$ cat config.mk
export PLATFORM = sky130hd
export DESIGN_NAME = shift_port
export DESIGN_NICKNAME = d
export VERILOG_FILES = /design/src/rtl/shift_port_pkg.sv /design/src/rtl/shift_port_ctrl.sv /design/src/rtl/shift_port_dp.sv /design/src/rtl/shift_port.sv
export SDC_FILE = /design/constraint.sdc
export NUM_CORES = 1
export LEC_CHECK = 0
export BUFFER_PORTS_ARGS = -buffer_cell sky130_fd_sc_hd__buf_2
export CAP_MARGIN = 5
export CORE_UTILIZATION = 40
export CTS_BUF_LIST = sky130_fd_sc_hd__clkbuf_4
export DETAILED_ROUTE_END_ITERATION = 10
export PLACE_DENSITY = 0.7
export SLEW_MARGIN = 40
export SYNTH_ARGS = -nofsm -noshare
export SYNTH_HDL_FRONTEND = slang
export SYNTH_HIERARCHICAL = 1
export SYNTH_SLANG_ARGS = --single-unit
$ cat constraint.sdc
create_clock -name clk -period 5.25 [get_ports clk]
set_clock_uncertainty 0.15 [all_clocks]
set_input_delay 0.7875 -clock clk [delete_from_list [all_inputs] [get_ports clk]]
set_output_delay 0.7875 -clock clk [all_outputs]
set_load 0.01 [all_outputs]
$ cat src/rtl/shift_port_pkg.sv
package shift_port_pkg;

  localparam int SR_W  = 8;
  localparam int CNT_W = 4;
  localparam int ST_W  = CNT_W + 4;

  // status bit positions, derived from the counter width
  localparam int ST_START = CNT_W + 3;
  localparam int ST_OVF   = CNT_W + 2;
  localparam int ST_STOP  = CNT_W + 1;
  localparam int ST_COLL  = CNT_W;

  typedef enum logic [1:0] {
    CLK_SOFT     = 2'd0,
    CLK_TIMER    = 2'd1,
    CLK_EXT_RISE = 2'd2,
    CLK_EXT_FALL = 2'd3
  } clkSel_e;

  typedef enum logic [1:0] {
    WIRE_OFF   = 2'd0,
    WIRE_THREE = 2'd1,
    WIRE_TWO   = 2'd2,
    WIRE_TWO_B = 2'd3
  } wireMode_e;

  // strobes from control to datapath
  typedef struct packed {
    logic loadData;
    logic doShift;
    logic latchOpen;
    logic serIn;
  } ctlStrobe_t;

endpackage

$ cat src/rtl/shift_port_ctrl.sv
module shift_port_ctrl
  import shift_port_pkg::*;
#(
  parameter int CW = CNT_W
) (
  input  logic          clk,
  input  logic          rstN,
  input  logic [1:0]    cfgWire,
  input  logic [1:0]    cfgClkSel,
  input  logic          wrData,
  input  logic          wrStat,
  input  logic [CW+3:0] wrStatVal,
  input  logic          swStrobe,
  input  logic          timerTick,
  input  logic          pinDi,
  input  logic          pinSck,
  output ctlStrobe_t    ctl,
  output logic          startFlag,
  output logic          ovfFlag,
  output logic          stopFlag,
  output logic [CW-1:0] cnt
);

  localparam int FLAG_START = CW + 3;
  localparam int FLAG_OVF   = CW + 2;
  localparam int FLAG_STOP  = CW + 1;
  localparam logic [CW-1:0] CNT_MAX = {CW{1'b1}};

  logic sckQ, diQ;
  logic sckRise, sckFall, sckEdge, sampleEdge;
  logic extSrc, twoWire;
  logic doShift, cntInc;
  logic startEv, stopEv, ovfEv;
  clkSel_e sel;

  assign sel     = clkSel_e'(cfgClkSel);
  assign extSrc  = cfgClkSel[1];
  assign twoWire = cfgWire[1];

  // previous-cycle pin copies for edge finding
  always_ff @(posedge clk or negedge rstN) begin
    if (!rstN) begin
      sckQ <= 1'b0;
      diQ  <= 1'b0;
    end else begin
      sckQ <= pinSck;
      diQ  <= pinDi;
    end
  end

  assign sckRise = pinSck & ~sckQ;
  assign sckFall = ~pinSck & sckQ;
  assign sckEdge = sckRise | sckFall;

  always_comb begin
    sampleEdge = 1'b0;
    doShift    = 1'b0;
    unique case (sel)
      CLK_SOFT:     doShift = swStrobe;
      CLK_TIMER:    doShift = timerTick;
      CLK_EXT_RISE: begin sampleEdge = sckRise; doShift = sckRise; end
      CLK_EXT_FALL: begin sampleEdge = sckFall; doShift = sckFall; end
      default:      doShift = 1'b0;
    endcase
  end

  // external sources count both pin edges
  assign cntInc = extSrc ? sckEdge : doShift;

  always_comb begin
    ctl.loadData  = wrData;
    ctl.doShift   = doShift;
    ctl.serIn     = pinDi;
    if (!extSrc)
      ctl.latchOpen = 1'b1;
    else if (sel == CLK_EXT_RISE)
      ctl.latchOpen = ~sckQ;
    else
      ctl.latchOpen = sckQ;
  end

  // bus condition events
  always_comb begin
    if (twoWire)
      startEv = sckQ & pinSck & diQ & ~pinDi;
    else
      startEv = extSrc & ~swStrobe & sckEdge;
  end
  assign stopEv = twoWire & sckQ & pinSck & ~diQ & pinDi;
  assign ovfEv  = cntInc & ~wrStat & (cnt == CNT_MAX);

  // counter: host load beats count
  always_ff @(posedge clk or negedge rstN) begin
    if (!rstN)
      cnt <= '0;
    else if (wrStat)
      cnt <= wrStatVal[CW-1:0];
    else if (cntInc)
      cnt <= cnt + 1'b1;
  end

  // flags: set event beats write-one-to-clear
  always_ff @(posedge clk or negedge rstN) begin
    if (!rstN) begin
      startFlag <= 1'b0;
      ovfFlag   <= 1'b0;
      stopFlag  <= 1'b0;
    end else begin
      startFlag <= startEv | (startFlag & ~(wrStat & wrStatVal[FLAG_START]));
      ovfFlag   <= ovfEv   | (ovfFlag   & ~(wrStat & wrStatVal[FLAG_OVF]));
      stopFlag  <= stopEv  | (stopFlag  & ~(wrStat & wrStatVal[FLAG_STOP]));
    end
  end

  AST_CNT_STEP: assert property (@(posedge clk) disable iff (!rstN)
    (cntInc && !wrStat) |=> cnt == $past(cnt) + 1'b1);
  AST_CNT_LOAD: assert property (@(posedge clk) disable iff (!rstN)
    wrStat |=> cnt == $past(wrStatVal[CW-1:0]));
  AST_OVF_ON_WRAP: assert property (@(posedge clk) disable iff (!rstN)
    (cntInc && !wrStat && cnt == CNT_MAX) |=> (ovfFlag && cnt == '0));
  AST_START_2W: assert property (@(posedge clk) disable iff (!rstN)
    (twoWire && sckQ && pinSck && diQ && !pinDi) |=> startFlag);
  AST_START_EDGE: assert property (@(posedge clk) disable iff (!rstN)
    (!twoWire && extSrc && sckEdge && !swStrobe) |=> startFlag);
  AST_START_CLEAR: assert property (@(posedge clk) disable iff (!rstN)
    (wrStat && wrStatVal[FLAG_START] && !startEv) |=> !startFlag);

endmodule

$ cat src/rtl/shift_port_dp.sv
module shift_port_dp
  import shift_port_pkg::*;
#(
  parameter int DW = SR_W
) (
  input  logic          clk,
  input  logic          rstN,
  input  ctlStrobe_t    ctl,
  input  logic [DW-1:0] wrDataVal,
  output logic [DW-1:0] shiftReg,
  output logic          pinDo
);

  logic [DW-1:0] shiftNext;
  logic          latchQ;

  // left-shift network, serial input at bit 0
  for (genvar b = 0; b < DW; b++) begin : g_shift
    if (b == 0) begin : g_lsb
      assign shiftNext[b] = ctl.serIn;
    end else begin : g_up
      assign shiftNext[b] = shiftReg[b-1];
    end
  end

  // host write wins over a coincident shift
  always_ff @(posedge clk or negedge rstN) begin
    if (!rstN)
      shiftReg <= '0;
    else if (ctl.loadData)
      shiftReg <= wrDataVal;
    else if (ctl.doShift)
      shiftReg <= shiftNext;
  end

  // output latch: follows MSB while open, holds while closed
  always_ff @(posedge clk or negedge rstN) begin
    if (!rstN)
      latchQ <= 1'b0;
    else if (ctl.latchOpen)
      latchQ <= shiftReg[DW-1];
  end

  assign pinDo = ctl.latchOpen ? shiftReg[DW-1] : latchQ;

  AST_WRITE_WINS: assert property (@(posedge clk) disable iff (!rstN)
    ctl.loadData |=> shiftReg == $past(wrDataVal));
  AST_SHIFT_LEFT: assert property (@(posedge clk) disable iff (!rstN)
    (ctl.doShift && !ctl.loadData) |=>
      (shiftReg[DW-1:1] == $past(shiftReg[DW-2:0]) && shiftReg[0] == $past(ctl.serIn)));
  AST_LATCH_HOLD: assert property (@(posedge clk) disable iff (!rstN)
    (!ctl.latchOpen && $past(!ctl.latchOpen)) |-> $stable(pinDo));
  AST_OPEN_FOLLOWS: assert property (@(posedge clk) disable iff (!rstN)
    ctl.latchOpen |-> pinDo == shiftReg[DW-1]);

endmodule

$ cat src/rtl/shift_port.sv
module shift_port
  import shift_port_pkg::*;
#(
  parameter int DATA_W = SR_W,
  parameter int CNT_WIDTH = CNT_W,
  localparam int STAT_W = CNT_WIDTH + 4
) (
  input  logic              clk,
  input  logic              rstN,
  input  logic [1:0]        cfgWire,
  input  logic [1:0]        cfgClkSel,
  input  logic              wrData,
  input  logic [DATA_W-1:0] wrDataVal,
  input  logic              wrStat,
  input  logic [STAT_W-1:0] wrStatVal,
  input  logic              swStrobe,
  input  logic              timerTick,
  input  logic              pinDi,
  input  logic              pinSck,
  output logic [DATA_W-1:0] dataReg,
  output logic [STAT_W-1:0] statReg,
  output logic              pinDo
);

  ctlStrobe_t           ctl;
  logic                 startFlag, ovfFlag, stopFlag, collision;
  logic [CNT_WIDTH-1:0] cnt;

  shift_port_ctrl #(.CW(CNT_WIDTH)) i_ctrl (
    .clk       (clk),
    .rstN      (rstN),
    .cfgWire   (cfgWire),
    .cfgClkSel (cfgClkSel),
    .wrData    (wrData),
    .wrStat    (wrStat),
    .wrStatVal (wrStatVal),
    .swStrobe  (swStrobe),
    .timerTick (timerTick),
    .pinDi     (pinDi),
    .pinSck    (pinSck),
    .ctl       (ctl),
    .startFlag (startFlag),
    .ovfFlag   (ovfFlag),
    .stopFlag  (stopFlag),
    .cnt       (cnt)
  );

  shift_port_dp #(.DW(DATA_W)) i_dp (
    .clk       (clk),
    .rstN      (rstN),
    .ctl       (ctl),
    .wrDataVal (wrDataVal),
    .shiftReg  (dataReg),
    .pinDo     (pinDo)
  );

  // line released high but read low in two-wire mode
  assign collision = cfgWire[1] & pinDo & ~pinDi;
  assign statReg   = {startFlag, ovfFlag, stopFlag, collision, cnt};

  AST_COLL_MODE: assert property (@(posedge clk) disable iff (!rstN)
    !cfgWire[1] |-> !statReg[CNT_WIDTH]);

endmodule

After elaboration in Yosys (flattened, before gate mapping)
Cells that the tools add are included.

Register bits: 18. Bits of input ports: 28. Output and inout bits: 17. Word-level logic and storage cells: 60.

$add $sub $neg: 1. Equal/unequal tests: 4. Muxes and demuxes: 10. Bitwise logic cells: 34. Reduce and logical (&&, ||, !) cells: 3.

Operators by type and width (count): $and A1 B1 Y1 (21); $mux W8 (2); $not A1 Y1 (9); $mux W4 (2); $mux W1 (5); $add A4 B1 Y4 const B (1); $eq A2 B2 Y1 const B (2); $eq A4 B4 Y1 const B (1); $or A1 B1 Y1 (4); $pmux W1 S4 (1); $reduce_bool A2 Y1 (2); $eq A2 B1 Y1 const B (1); $logic_not A2 Y1 (1).

Longest topological paths before layout
Gate-level depths: netlist (run 1).

Word-level depth: 7. Depth in mapped cells: 7. Depth with buffers taken out: 5.

Cells and area by module
The synthesis (run 1) kept the hierarchy.

Modules (own cells, without submodules): shift_port_ctrl (instances 1, cells an instance 50, area each 564.3 µm², sequential area each 225.2 µm²); shift_port_dp (instances 1, cells an instance 36, area each 409.1 µm², sequential area each 225.2 µm²); shift_port (instances 1, cells an instance 5, area each 38.8 µm², sequential area each 0.0 µm²).

Least setup slack after synthesis (run 1)
No wires, ideal clock.

Kind: input -> output. Start point: in cfgClkSel[0]. End point: out statReg[4]. Arrival: 1.672 ns. Required time: 4.313 ns. Setup slack: 2.641 ns. Cell stages on the path: 5. Path buffers: 1. Path through: xor2_1 -> nand2_1 -> mux2_2 -> and3b_1 -> buf_4.

RTL lines: from (decl) (line shift_port.sv:11) `input logic [1:0] cfgClkSel,`; to (decl) (line shift_port.sv:21) `output logic [STAT_W-1:0] statReg,`.

==> flow_summary.json, run 1 <==
{
  "status": "completed",
  "die_x_um": 52.31,
  "synth_top_area_frac": 0.4450,
  "die-area_um2": 2736,
  "final-instance-count-excl-fill": 155,
  "synth.most_common_cell": "dfrtp_1",
  "drv_slew": 0,
  "diodes": 0,
  "synth-edff-count": 0,
  "criticalPathCategory": "in -> out",
  "clk_pin_slew_ps": 100,
  "cts-root-buf": "clkbuf_4",
  "cts_hold_buf": 0,
  "cts_buffers": 3,
  "postSynthAreaPerCell_um2": 11.12,
  "hold_ws_ps": 257.7,
  "antenna_found_initial": 0,
  "finalWorstSetupSlack_ps": 2524,
  "preCtsSetupSlack_ps": 2523,
  "min_path_type": "in -> async",
  "worst-path-max-fanout": 3,
  "rows": 17,
  "fin_tns_setup_ps": 0,
  "fmax_mhz": 366.9,
  "cts_resized": 0,
  "wl_per_cell_um": 13.13,
  "critPathRequiredTime_ps": 4310,
  "syn_area_um2": 1012,
  "ys_async_sr_fraction": 1.000,
  "yosysSeqAreaShare": 0.4450,
  "drive_above_1_share": 0.3937,
  "synth_common_cells": "dfrtp_1, nand2_1, mux2i_1",
  "place_congestion": 0.6931,
  "cts_tree": "built",
  "nNetsFinal": 160,
  "via_count": 797,
  "finalCriticalPeriod_ps": 2726,
  "hold_viol_final": 0,
  "synth.distinct_cells": 29,
  "relSlewSlack": 0.6794,
  "drt-pass1-iter-count": 4,
  "clock_path_buffers": 2,
  "overflow": 0,
  "cp-end-kind": "primary output",
  "rsz0062_at_grt": "no",
  "cp-start-kind": "input port",
  "totalPowerFinal_w": 0.0003280,
  "tightest_slew_ps": 480.9,
  "area_delta_synth_final_pct": 19.04,
  "clock-sinks": 18,
  "port_buffers": 42,
  "yosys_warnings": 6,
  "synth_top_flop_cell": "dfrtp_1",
  "cts_setup_buffers": 0,
  "p_leak_nw": 0.6227,
  "die_h_um": 52.31,
  "htreeDepth": 1,
  "min_period_over_period": 0.5192,
  "num_io_pins": 45,
  "dp_hpwl_mm": 1.568,
  "insertion_delay_ps": 290,
  "first_global_vias": 782,
  "ys_seq_elements": 18,
  "start_util": 0.4406,
  "grt_pass1_wl_mm": 3.394,
  "syn_inst": 91,
  "maxCapViolations": 0,
  "synth_nets": 123,
  "synth_area_leaders": "dfrtp_1, mux2i_1, nand2_1",
  "vdd_drop_max_uv": 153.6,
  "setup_violations": 0,
  "antenna_left": 0,
  "synth_top_area_cell": "dfrtp_1",
  "vias_per_cell": 5.142,
  "core_um2": 2297,
  "route.detailed.drc": 0,
  "grt_max_degree": 19,
  "drt_wl_total_mm": 2.035,
  "drt-initial-drc-count": 7,
  "dp.cells": 151,
  "grt_usage": 0.1729,
  "p_per_area_nw_per_um2": 272.2,
  "fillers": 225,
  "arrival_ps": 1790
}
## stage by stage
| stage | cell area [um2] | utilization |
|---|---|---|
| floorplan | 1012 | - |
| global placement | 1179 | 0.5131 |
| detailed placement | 1179 | 0.5131 |
| CTS | 1205 | 0.5245 |
| global route | 1205 | 0.5245 |
| finish | 1205 | 0.5245 |
## per-layer routing
| metal | global-route usage | wire, um |
|---|---|---|
| met1 | 0.1916 | 888 |
| met2 | 0.3101 | 1000 |
| met3 | 0.03768 | 107 |
| met4 | 0.07895 | 38 |
| met5 | 0 | 0 |
## registers in the layout, indices dropped and copies added, names as in the netlist
signal            cells
i_ctrl/startFlag      1
i_ctrl/stopFlag       1
i_dp/latchQ           1
i_ctrl/ovfFlag        1
i_ctrl/cnt            4
i_ctrl/sckQ           1
i_ctrl/diQ            1
i_dp/shiftReg         8
## cell families after synthesis
logic type / Yosys count / share of synthesized area
flops: 18 / 0.4450
simple gates: 24 / 0.1224
fa+ha+maj: 4 / 0.04945
mux: 14 / 0.1743
compound gates: 17 / 0.1063
buf+inv: 12 / 0.08529
xor+xnor: 2 / 0.01731
## worst paths after layout
kind                            slack (ps)          from                to  cells past startpoint
worst max register to register        3230   i_ctrl/sckQ  i_dp/shiftReg[4]                      5
worst min register to register         310    i_ctrl/diQ   i_ctrl/stopFlag                      1
worst max-delay path                  2520  cfgClkSel[0]        statReg[4]                      6
max in group asynchronous             4400          rstN     i_ctrl/cnt[3]                      1
min in group clk                       310    i_ctrl/diQ   i_ctrl/stopFlag                      1
worst min-delay path                   260          rstN  i_dp/shiftReg[7]                      1
## layout make-up
type                       count  area, um2  area share
clock buffer                   3      22.52     0.01869
clock inverter                 1      3.754    0.003115
inverter                       2      7.507    0.006231
multi-input combinational     61      475.5      0.3946
sequential                    18      450.4      0.3738
tap                           28      35.03     0.02908
timing repair buffer          42      210.2      0.1745
## worst max-delay path, cell delays in order
cell     delay, ps
buf_2          130
xor2_1         150
nand2_1         70
mux2_2         340
and3b_1        170
buf_2          130
## where the power goes
part | leakage, nW | internal (W) | switching [W]
Clock | 0.0154 | 0.0000277 | 0.0000420
Sequential | 0.220 | 0.000155 | 0.0000147
Combinational | 0.387 | 0.0000454 | 0.0000434
Total | 0.623 | 0.000228 | 0.000100
## layout by cell type (no fill, tap or decap), types with 2 or more instances in the layout
cell type	count
clkbuf_4	3
nand2b_1	3
nand2_1	15
inv_1	2
a21oi_1	2
o21ai_1	8
mux2i_1	9
ha_1	4
a41oi_1	2
buf_2	42
dfrtp_1	18
mux2_2	2
No activity file was read; power rests on OpenSTA's default activity.
==> inputs of run 2 (changes only) <==
ABC_AREA = 1   (was not set)
PLACE_DENSITY = 0.71   (was 0.7)
clock period = 2.25 ns   (was 5.25 ns; I/O delays follow)
==> run 2 against run 1 <==
Compared with the run above: sequential share of layout area decreased by 2.5 points; utilization is 1.3 points lower; design area rose by 7.2%; non-clock buffer count is 1 higher; worst hold slack lost 190 ps; synthesized cell count grew 48%; critical endpoint unchanged; largest cell class unchanged; largest power group unchanged.
==> flow_summary.json, run 2 <==
{
  "r2r-start": "i_ctrl/sckQ",
  "critPathRequiredTime_ps": 1760,
  "num_io_pins": 45,
  "grt_max_degree": 19,
  "clk_pin_slew_ps": 100,
  "hp-start": "pinDi",
  "hold_viol_final": 0,
  "cts_buffers": 3,
  "clock-sinks": 18,
  "synth_top_area_cell": "dfrtp_1",
  "tightest_slew_ps": 400.2,
  "yosys_warnings": 6,
  "synth-edff-count": 0,
  "p_per_area_nw_per_um2": 611.1,
  "synth_top_flop_cell": "dfrtp_1",
  "die_x_um": 54.20,
  "final_cell_mix": "nand2_1, buf_2, dfrtp_1",
  "rsz0062_at_grt": "no",
  "nNetsFinal": 205,
  "yosysSeqAreaShare": 0.4133,
  "max_stage_delay_ps": 450,
  "area_delta_synth_final_pct": 18.48,
  "finalCriticalPeriod_ps": 2012,
  "antenna_found_initial": 0,
  "worst-path-max-fanout": 6,
  "die_h_um": 54.20,
  "grt_pass1_wl_mm": 3.643,
  "postSynthAreaPerCell_um2": 8.073,
  "dp_hpwl_mm": 1.791,
  "vias_per_cell": 4.842,
  "start_util": 0.4320,
  "arrival_ps": 1520,
  "crit_path_top_delay_cell": "dfrtp_1",
  "setup_violations": 0,
  "htreeDepth": 1,
  "drv_slew": 0,
  "relSlewSlack": 0.7332,
  "status": "completed",
  "cp-start-kind": "flip-flop",
  "ys_async_sr_fraction": 1.000,
  "drt_wl_total_mm": 2.295,
  "drt-initial-drc-count": 9,
  "diodes": 0,
  "vdd_drop_max_uv": 435.1,
  "fin_tns_setup_ps": 0,
  "first_global_vias": 913,
  "totalPowerFinal_w": 0.0007890,
  "antenna_left": 0,
  "drt-pass1-iter-count": 4,
  "cts_tree": "built",
  "ys_seq_elements": 18,
  "synth.most_common_cell": "nand2_1",
  "maxCapViolations": 0,
  "fin_area_um2": 1291,
  "layout_top_registers": "i_dp/shiftReg: 8 flops, i_ctrl/cnt: 4 flops",
  "largest_register": "i_dp/shiftReg",
  "synth_area_leaders": "dfrtp_1, nand2_1, nand3_1",
  "fillers": 273,
  "overflow": 0,
  "multi_input_area_um2": 504.2,
  "rows": 18,
  "synth_nets": 167,
  "die-area_um2": 2937,
  "syn_inst": 135,
  "drive_above_1_share": 0.3140,
  "insertion_delay_ps": 290,
  "placed_cell_area_um2": 1255,
  "synth_top_area_frac": 0.4133,
  "port_buffers": 42,
  "synth_common_cells": "nand2_1, dfrtp_1, nand3_1",
  "min_path_type": "in -> reg",
  "path_cells": "a21oi_1 -> o21ai_0 -> o21ai_1 -> nand2_1 -> nor2_2 -> buf_2",
  "via_count": 978,
  "criticalPathCategory": "reg -> out",
  "final_common_cell": "nand2_1",
  "ff_latch_area_um2": 450.4,
  "p_leak_nw": 0.7314,
  "syn_area_um2": 1090,
  "cts_setup_buffers": 0,
  "min_period_over_period": 0.8941,
  "grt_usage": 0.1722,
  "core_um2": 2522,
  "fmax_mhz": 497.1,
  "synth.distinct_cells": 21,
  "route.detailed.drc": 0,
  "wl_per_cell_um": 11.36,
  "critPathLaunch": "i_ctrl/sckQ",
  "clock_path_buffers": 2,
  "place_congestion": 0.7311,
  "largest_reg_flops": 8,
  "cp-end-kind": "primary output",
  "cts-root-buf": "clkbuf_4"
}
run 2: per-layer routing:
metal	share of wire	up-vias	routed length [um]	track usage
met5	0	-	0	0
met4	0.0092	0	21	0.09402
met3	0.065	2	149	0.02542
met2	0.46	42	1057	0.2785
met1	0.46	432	1066	0.2178
li1	-	502	-	-
run 2: cells by family after synthesis:
logic type	after synthesis	synth area share
simple gates	80	0.3651
flops	18	0.4133
buf+inv	24	0.1240
fa+ha+maj	4	0.04593
xor+xnor	2	0.01608
compound gates	7	0.03558
run 2: power by group:
part | total, W | internal [W] | leakage [nW] | switching [W]
clock network | 0.000163 | 0.0000645 | 0.0154 | 0.0000989
registers | 0.000400 | 0.000364 | 0.223 | 0.0000353
logic | 0.000226 | 0.0000944 | 0.493 | 0.000132
run 2: stage by stage:
step	setup WS (ps)	hold slack [ps]	util	std cells
after detailed placement	495.5	144.9	0.4975	197
final	238.4	62.71	0.5119	202
after global placement	532.0	139.1	0.4975	197
after global routing	79.44	45.50	0.5119	202
after CTS	208.3	49.60	0.5119	202
after floorplan	544.2	-108.1	-	135
run 2: critical path, delay by kind of cell (launching register included):
| kind | cells | cell delay, ps |
|---|---|---|
| flip-flops | 1 | 450 |
| AO/OA/AOI/OAI | 3 | 490 |
| buffers and inverters | 1 | 130 |
| AND/OR/NAND/NOR | 2 | 170 |
run 2: cell type report:
type / count / area share
Sequential cell: 18 / 0.3488
Clock inverter: 1 / 0.002907
Tap cell: 30 / 0.02907
Inverter: 14 / 0.04070
Clock buffer: 3 / 0.01744
Multi-Input combinational cell: 93 / 0.3905
Timing Repair Buffer: 43 / 0.1705
run 2: what timing repair did:
| item | 4_1_cts | 5_1_grt |
|---|---|---|
| endpoints found under the hold margin | 18 | 0 |
| resized for setup | 0 | 0 |
| setup endpoints to repair | 0 | 0 |
| hold buffers | 1 | 0 |
run 2: path summary, 6_finish.rpt:
| kind | end | slack (ps) | depth (start not counted) |
|---|---|---|---|
| setup / recovery | statReg[4] | 240 | 6 |
| hold / removal | i_ctrl/diQ | 60 | 1 |
| max in group asynchronous | i_dp/shiftReg[3] | 1320 | 2 |
| min in group asynchronous | i_ctrl/startFlag | 340 | 2 |
| setup reg to reg | i_ctrl/cnt[1] | 650 | 10 |
| hold reg to reg | i_ctrl/stopFlag | 320 | 1 |
==> inputs of run 3 (changes only) <==
PLACE_DENSITY = not set   (was 0.71)
PLACE_DENSITY_LB_ADDON = 0.3   (was not set)
==> run 3 against run 2 <==
Compared with the run above: die area unchanged; critical path depth unchanged; utilization unchanged; worst hold slack better by 9.4 ps; clock power about the same; final cell count unchanged; sequential share of layout area unchanged; largest power group unchanged; sequential power about the same; clock-buffer cell count unchanged; power down 0.32%; critical endpoint unchanged; highest routed layer unchanged.
==> flow_summary.json, run 3 (synthesis gave the netlist of run 2 again) <==
{
  "drive_above_1_share": 0.3140,
  "wl_per_cell_um": 10.93,
  "final-instance-count-excl-fill": 202,
  "via_count": 998,
  "drt-initial-drc-count": 21,
  "clock-sinks": 18,
  "nNetsFinal": 205,
  "arrival_ps": 1540,
  "relSlewSlack": 0.7188,
  "r2r_cells": 10,
  "cts_buffers": 3,
  "finalCriticalPeriod_ps": 2025,
  "grt_usage": 0.1621,
  "worstReg2RegEnd": "i_ctrl/cnt[0]",
  "worst-path-stages": 6,
  "setup_violations": 0,
  "cp-end-kind": "primary output",
  "maxCapViolations": 0,
  "antenna_found_initial": 0,
  "cts_setup_buffers": 0,
  "rows": 18,
  "drt_wl_total_mm": 2.208,
  "die_x_um": 54.20,
  "clk_pin_slew_ps": 100,
  "core_um2": 2522,
  "die-area_um2": 2937,
  "p_per_area_nw_per_um2": 609.1,
  "rsz0062_at_grt": "no",
  "vdd_drop_max_uv": 293.7,
  "dp.cells": 197,
  "layout_top_registers": "i_dp/shiftReg: 8 flops, i_ctrl/cnt: 4 flops",
  "port_buffers": 42,
  "cp-start-kind": "flip-flop",
  "final_cell_mix": "nand2_1, buf_2, dfrtp_1",
  "path_cells": "a21oi_1 -> o21ai_0 -> o21ai_1 -> nand2_1 -> nor2_2 -> buf_2",
  "drt-pass1-iter-count": 5,
  "htreeDepth": 1,
  "crit_family": "compound AO/OA/AOI/OAI gates",
  "r2r_setup_slack_ps": 650,
  "cts_hold_buf": 1,
  "grt_max_degree": 19,
  "tightest_slew_ps": 421.8,
  "drv_slew": 0,
  "first_global_vias": 828,
  "start_util": 0.4320,
  "num_io_pins": 45,
  "route.detailed.drc": 0,
  "vias_per_cell": 4.941,
  "final_common_cell": "nand2_1",
  "cts_tree": "built",
  "worst-path-max-fanout": 6,
  "area_delta_synth_final_pct": 18.48,
  "overflow": 0,
  "p_leak_nw": 0.7314,
  "cts-root-buf": "clkbuf_4",
  "cts_resized": 0,
  "criticalPathCategory": "reg -> out",
  "min_period_over_period": 0.9002,
  "hold_viol_final": 0,
  "fmax_mhz": 493.7,
  "max_stage_delay_ps": 450,
  "r2r-start": "i_ctrl/sckQ",
  "crit_buf_inv": 1,
  "largest_register": "i_dp/shiftReg",
  "crit_end": "statReg[4]",
  "diodes": 0,
  "fillers": 250,
  "antenna_left": 0,
  "min_path_type": "in -> reg",
  "insertion_delay_ps": 290,
  "status": "completed",
  "critPathRequiredTime_ps": 1760,
  "fin_tns_setup_ps": 0,
  "clock_path_buffers": 2,
  "crit_path_top_delay_cell": "dfrtp_1",
  "largest_reg_flops": 8,
  "die_h_um": 54.20,
  "dp_hpwl_mm": 1.656,
  "critPathLaunch": "i_ctrl/sckQ",
  "grt_pass1_wl_mm": 3.429,
  "place_congestion": 0.7370
}
==> run 3: cell counts in the layout (fill, tap and decap cells not counted) <==
Identical to the previous run, type by type.
==> run 3: worst reg2reg max path, stage by stage, from the launching register on <==
cell and delay, ps:
dfrtp_1 440, inv_1 70, ha_1 190, inv_1 60, nand2_1 50, nand3_2 90, nand2_4 120, nand2_4 120
nand3_4 80, nand2_1 70, nand2_1 50
==> run 3: per-stage QoR <==
| stage | hold slack, ps | util | worst slack [ps] | cell area [um2] | power, W |
|---|---|---|---|---|---|
| floorplan | -108.1 | - | 544.2 | 1090 | 0.0005524 |
| global placement | 144.1 | 0.4975 | 516.8 | 1255 | 0.0006236 |
| detailed placement | 148.1 | 0.4975 | 515.2 | 1255 | 0.0006298 |
| CTS | 52.95 | 0.5119 | 219.5 | 1291 | 0.0007983 |
| global route | 46.42 | 0.5119 | 21.66 | 1291 | 0.0008460 |
| finish | 72.09 | 0.5119 | 224.5 | 1291 | 0.0007865 |
==> run 3: area by class of cell <==
cell class | count | area (um2) | share of cell area
multi-input combinational | 93 | 504.2 | 0.3905
sequential | 18 | 450.4 | 0.3488
timing repair buffer | 43 | 220.2 | 0.1705
inverter | 14 | 52.55 | 0.04070
tap | 30 | 37.54 | 0.02907
clock buffer | 3 | 22.52 | 0.01744
clock inverter | 1 | 3.754 | 0.002907
==> run 3: per-layer routing <==
layer / track usage / up-vias / share of wire
met5: 0 / - / 0
met4: 0.06838 / 0 / 0.0068
met3: 0.03390 / 2 / 0.045
li1: - / 508 / -
met1: 0.1913 / 461 / 0.45
met2: 0.2805 / 27 / 0.50
==> run 3: how the worst min path moves through the flow <==
stage,startpoint,endpoint,slack [ps],cells after the start
2_1_floorplan,rstN,i_ctrl/cnt[0],-110,0
3_3_place_gp,rstN,i_ctrl/cnt[0],140,1
3_5_place_dp,rstN,i_ctrl/cnt[0],150,1
4_1_cts,pinSck,i_ctrl/sckQ,50,1
5_1_grt,pinSck,i_ctrl/sckQ,50,1
6_report,pinDi,i_ctrl/diQ,70,1
==> run 3: where the power goes <==
part           total (W)  switching, W  internal [W]  leakage [nW]
Sequential      0.000400     0.0000354      0.000364         0.223
Clock           0.000163     0.0000989     0.0000645        0.0154
Combinational   0.000223      0.000129     0.0000945         0.493
Total           0.000787      0.000263      0.000523         0.731
